`src/rtl/join_pkg.sv`:
```
package join_pkg;
  // bias applied to the latch sum so only a full set reaches the threshold
  function automatic int join_bias(input int n);
    return -(n - 1);
  endfunction
  localparam int JOIN_THRESHOLD = 1;
endpackage

```
`src/rtl/join_latch.sv`:
```
module join_latch (
  input  logic clk_i,
  input  logic rst_ni,
  input  logic set_i,
  input  logic clr_i,
  output logic q_o
);
  // self-holding cell; a set on the clearing edge wins
  always_ff @(posedge clk_i or negedge rst_ni) begin
    if (!rst_ni) q_o <= 1'b0;
    else         q_o <= set_i | (q_o & ~clr_i);
  end
endmodule

```
`src/rtl/join_thresh.sv`:
```
module join_thresh #(
  parameter int N = 4
) (
  input  logic [N-1:0] latch_i,
  output logic         fire_o
);
  import join_pkg::*;
  localparam int BIAS = join_bias(N);

  int acc;
  always_comb begin
    acc = BIAS;
    for (int k = 0; k < N; k++) acc += int'(latch_i[k]);
    fire_o = (acc >= JOIN_THRESHOLD);
  end
endmodule

```
`src/rtl/join_barrier.sv`:
```
module join_barrier #(
  parameter int N = 4
) (
  input  logic         clk_i,
  input  logic         rst_ni,
  input  logic         start_i,
  output logic [N-1:0] start_o,
  input  logic [N-1:0] done_i,
  output logic         join_o
);
  logic [N-1:0] latch_q;
  logic         fire_now;
  logic         join_q;

  assign start_o = {N{start_i}};

  for (genvar g = 0; g < N; g++) begin : g_lat
    join_latch u_lat (
      .clk_i (clk_i),
      .rst_ni(rst_ni),
      .set_i (done_i[g]),
      .clr_i (fire_now),
      .q_o   (latch_q[g])
    );
  end

  join_thresh #(.N(N)) u_thr (
    .latch_i(latch_q),
    .fire_o (fire_now)
  );

  always_ff @(posedge clk_i or negedge rst_ni) begin
    if (!rst_ni) join_q <= 1'b0;
    else         join_q <= fire_now;
  end
  assign join_o = join_q;


  hold_chk: assert property (@(posedge clk_i) disable iff (!rst_ni)
    !(&latch_q) |=> ((latch_q & $past(latch_q)) == $past(latch_q)));


  full_fires_chk: assert property (@(posedge clk_i) disable iff (!rst_ni)
    (&latch_q) |=> join_o);


  partial_quiet_chk: assert property (@(posedge clk_i) disable iff (!rst_ni)
    !(&latch_q) |=> !join_o);


  clear_keep_chk: assert property (@(posedge clk_i) disable iff (!rst_ni)
    (&latch_q) |=> (latch_q == $past(done_i)));
endmodule

```
`config.mk`:
```
export PLATFORM = sky130hd
export DESIGN_NAME = join_barrier
export DESIGN_NICKNAME = d
export VERILOG_FILES = /design/src/rtl/join_pkg.sv /design/src/rtl/join_latch.sv /design/src/rtl/join_thresh.sv /design/src/rtl/join_barrier.sv
export SDC_FILE = /design/constraint.sdc
export NUM_CORES = 1
export LEC_CHECK = 0
export BUFFER_PORTS_ARGS = -buffer_cell sky130_fd_sc_hd__buf_2
export CORE_AREA = 2 2 39 41
export CTS_CLUSTER_DIAMETER = 60
export DETAILED_ROUTE_END_ITERATION = 7
export DIE_AREA = 0 0 41 43
export PLACE_DENSITY = 0.43
export SYNTH_ARGS = -nofsm -noshare
export SYNTH_HDL_FRONTEND = slang
export SYNTH_SLANG_ARGS = --single-unit
```
`constraint.sdc`:
```
create_clock -name clk_i -period 1.9 [get_ports clk_i]
set_clock_uncertainty 0.05 [all_clocks]
set_input_delay 0.19 -clock clk_i [delete_from_list [all_inputs] [get_ports clk_i]]
set_output_delay 0.19 -clock clk_i [all_outputs]
set_load 0.03 [all_outputs]
```
-- Yosys cells after proc, flatten, opt, wreduce, memory -nomap -nowiden
Index checks and enable logic that the tools add are counted.
- add/subtract/negate cells: 4
- order comparisons: 1
- bitwise logic cells: 9
- operator list (operator ; count):
    32-bit by 2-bit adder with 32-bit output ; 3
    32-bit by 2-bit >= comparator with 1-bit output (second input constant) ; 1
    3-bit by 2-bit adder with 4-bit output (first input constant) ; 1
    1-bit AND ; 4
    1-bit bitwise OR ; 4
    1-bit NOT ; 1
- register bits: 5
- input port bits: 7
- output and inout bits: 5
- logic and storage cells: 19

-- Logic depth before layout (Yosys ltp)
- depth after elaboration: 8
- mapped depth: 7
- gate-level depth less buffers: 7

-- Cells and area by module
Synthesis repeated with hierarchy kept, for this count alone.
- cells, all modules: 28
- area, all modules: 279.0 µm²
- modules (own cells, without submodules) (module ; times used ; cells an instance ; area each (µm²) ; seq. area each (µm²)):
    join_latch ; 4 ; 3 ; 36.3 ; 25.0
    join_thresh ; 1 ; 11 ; 78.8 ; 0.0
    join_barrier ; 1 ; 5 ; 55.1 ; 25.0

-- Least setup slack after synthesis
OpenSTA, ideal clock, no wires.
- kind: register to register
- from: register g_lat[0].u_lat.q_o
- to: register g_lat[1].u_lat.q_o
- library setup time: 0.124 ns
- arrival time: 1.812 ns
- required time: 1.726 ns
- slack: -0.086 ns
- cell stages (with the launch flop): 7
- path buffers: 0
- period minus slack after synthesis: 1.986 ns
- path through: dfrtp_1 -> fa_1 -> inv_1 -> ha_1 -> ha_1 -> nor3b_1 -> a211o_1
- cells in the longest elaborated chain, start to end: 8
- RTL lines (item ; line ; RTL):
    start, declared ; join_latch.sv:6 ; output logic q_o
    start signal, assigned ; join_latch.sv:11 ; else q_o <= set_i | (q_o & ~clr_i);
    3-bit by 2-bit adder with 4-bit output ; join_thresh.sv:13 ; for (int k = 0; k < N; k++) acc += int'(latch_i[k]);
    32-bit by 2-bit adder with 32-bit output (3 in series) ; join_thresh.sv:13 ;
    32-bit by 2-bit >= comparator with 1-bit output ; join_thresh.sv:14 ; fire_o = (acc >= JOIN_THRESHOLD);
    1-bit NOT ; join_latch.sv:11 ;
    1-bit AND ; join_latch.sv:11 ;
    1-bit bitwise OR ; join_latch.sv:11 ;
    end signal, assigned ; join_latch.sv:11 ;
    end, declared ; join_latch.sv:6 ;
Every way passes these cells.

-- Worst setup path after layout
- from: register g_lat[2].u_lat.q_o
- to: register g_lat[1].u_lat.q_o
- cells in the longest elaborated chain, start to end: 6
- RTL lines (item ; line):
    start, declared ; join_latch.sv:6
    start signal, assigned ; join_latch.sv:11
    32-bit by 2-bit adder with 32-bit output (2 in series) ; join_thresh.sv:13
    32-bit by 2-bit >= comparator with 1-bit output ; join_thresh.sv:14
    1-bit NOT ; join_latch.sv:11
    1-bit AND ; join_latch.sv:11
    1-bit bitwise OR ; join_latch.sv:11
Every way passes these cells.

==> out/qor.log <==
qor: die.num_rows 14
qor: global_route.overflow 0
qor: clock_tree.cts_tree done
qor: layout.nets_final 52
qor: placed_design.place_worst_setup_slack -0.0292 ns
qor: worst_setup_path.path_class reg2reg
qor: die.ioPinCount 12
qor: worst_setup_path.crit_fanout 5
qor: layout.most-common-layout-cells sky130_fd_sc_hd__buf_2, sky130_fd_sc_hd__dfrtp_1, sky130_fd_sc_hd__buf_4
qor: run.max-cap-violations 0
qor: die.design.core.area 1380 um^2
qor: placed_design.gp_congestion 0.701
qor: global_route.wire_length_of_the_first_global_routing_pass 1050 um
qor: hold_path.holdCritPathClass in2reg
qor: logic_synthesis.post_synth.cell_area_avg 11.4 um^2
qor: route.detailedRoute.firstIterationViolations 0
qor: logic_synthesis.ys_seq_area_frac 0.392
qor: worst_setup_path.crit_path_cell_chain inv_2, fa_1, inv_1, ha_2, ha_4, nor3b_1, a211o_1
qor: layout.leading_cell_type_in_the_layout_fill_and_taps_excluded sky130_fd_sc_hd__buf_2
qor: die.floorplan.initialDensity 0.231
qor: logic_synthesis.synth-seq-cells 5
qor: layout.syn2layout_area_growth 37.3%
qor: sta.fin_ws 0.000261 ns
qor: route.ant_nets 0
qor: placed_design.placement.io_buffers 6
qor: sta.totalNegativeSetupSlack 0 ns
qor: worst_setup_path.critPathCaptureType flop
qor: clock_tree.cts_inserted_buffers 3
qor: clock_tree.cts-root-buf sky130_fd_sc_hd__clkbuf_4
qor: layout.fill_cells 144
qor: die.dieWidth 41 um
qor: logic_synthesis.syn_nets 39
qor: placed_design.dpl.hpwl 465 um
qor: route.detail_route.vias_per_cell 4.14
qor: die.dieHeight 43 um
qor: worst_setup_path.critPathLaunchType flop
qor: layout.multi_input_comb_area 178 um^2
qor: route.wl 594 um
qor: sta.min_clock_period_post_route 1.90 ns
qor: layout.register_area 125 um^2
qor: sta.final_min_period_over_clock_period 1.00
qor: logic_synthesis.netlist-cell-type-count 11
qor: route.avgRoutedWirePerCell 10.6 um
qor: sta.worst-slew-pin-transition 0.248 ns
qor: clock_tree.clock_insertion_delay_worst_skew 0.24 ns
qor: worst_setup_path.crit_path_top_delay_cell sky130_fd_sc_hd__fa_1
qor: sta.finalMaxSlewViolations 0
qor: global_route.first_global_vias 263
qor: sta.fin_worst_hold_slack 0.0996 ns
qor: clock_tree.clock_sinks 5
qor: route.drc 0
qor: sta.max_freq 526 MHz
qor: global_route.grt_max_degree 6
qor: worst_setup_path.critical_path_required 1.96 ns
qor: clock_tree.clkTransAtPathRegs 0.04 ns
qor: route.drt-pass1-iter-count 1
qor: logic_synthesis.synth_cells 28
qor: sta.grt_setup_unrepaired yes
qor: global_route.grt_use_total 0.0919
qor: logic_synthesis.yosysWarnings 0
qor: layout.layout-drive-gt1-share 0.550
qor: layout.antenna-diode-count 0
qor: sta.report.final.hold_viol_count 0
qor: logic_synthesis.synthesis.area 319 um^2
qor: sta.setup_viol 0
qor: global_route.antenna_found_initial 0
qor: clock_tree.htree_levels 1
qor: sta.max-slew-margin-rel 0.834
qor: clock_tree.max-clock-path-buffers 2
qor: worst_setup_path.critical_path_arrival 1.96 ns
qor: status.run_status completed
qor: die.die_footprint 1760 um^2
qor: route.dr_total_vias 232
qor: worst_setup_path.worst_path_largest_cell_delay 0.52 ns
## layer usage
metal  vias up  share of wire  track usage
li1        116              -            -
met1       112           0.39       0.0984
met2         2           0.54        0.134
met3         2          0.042       0.0157
met4         0          0.017        0.100
met5         -              0            0
## Yosys cell counts, drive strengths merged
library cell,number,area (um^2)
nor3b,4,35.0
a211o,4,35.0
dfrtp,5,125
inv,3,11.3
ha,3,37.5
nor2,2,7.51
fa,1,20.0
xnor2,1,8.76
a21oi,1,8.76
buf,4,30.0
## layout make-up
class / instances / area share
timing repair buffer: 12 / 0.177
tap: 16 / 0.0457
clock buffer: 4 / 0.0600
inverter: 3 / 0.0257
multi-input combinational: 16 / 0.406
sequential: 5 / 0.286
## through the flow
step | utilization | std cells | area [um^2]
after global routing | 0.316 | 56 | 438
after global placement | 0.272 | 49 | 377
after detailed placement | 0.272 | 49 | 377
after floorplan | - | 28 | 334
final | 0.316 | 56 | 438
after CTS | 0.304 | 55 | 420
## cells by family after synthesis
family / after synthesis / synth area share
adder cells (fa/ha/maj): 4 / 0.180
XOR/XNOR: 1 / 0.0275
AND/OR/NAND/NOR: 6 / 0.133
AO/OA/AOI/OAI: 5 / 0.137
flip-flops: 5 / 0.392
buffers and inverters: 7 / 0.129
## final timing paths
check / end / from / depth (start not counted) / slack, ns
max in group asynchronous: g_lat[3].u_lat.q_o / rst_ni / 2 / 1.43
worst min-delay path: g_lat[3].u_lat.q_o / done_i[3] / 2 / 0.1
worst min register to register: g_lat[3].u_lat.q_o / g_lat[3].u_lat.q_o / 1 / 0.48
min in group asynchronous: join_o / rst_ni / 2 / 0.25
worst max-delay path: g_lat[1].u_lat.q_o / g_lat[2].u_lat.q_o / 7 / 0.0003
worst max register to register: g_lat[1].u_lat.q_o / g_lat[2].u_lat.q_o / 7 / 0.0003
## critical path: cells and delay by family, from the launching register on
| kind | cells | cell delay [ns] |
|---|---|---|
| flip-flops | 1 | 0.36 |
| AND/OR/NAND/NOR | 1 | 0.05 |
| AO/OA/AOI/OAI | 1 | 0.23 |
| buffers and inverters | 2 | 0.09 |
| adder cells (fa/ha/maj) | 3 | 0.99 |
## state kept, by name, summed over array words and instances (netlist names)
name / cells
join_o: 1
g_lat.u_lat.q_o: 4
## repair_timing
item                                    in CTS  in global routing
hold buffers                                 1                  0
gates resized for setup                      2                  2
endpoints found under the setup margin       4                  4
pin swaps                                    5                  4
endpoints found under the hold margin        5                  0
buffers inserted                             1                  1
Power is not shown: default switching activity piles up to over one toggle a cycle in this logic, so the estimate is an artifact.
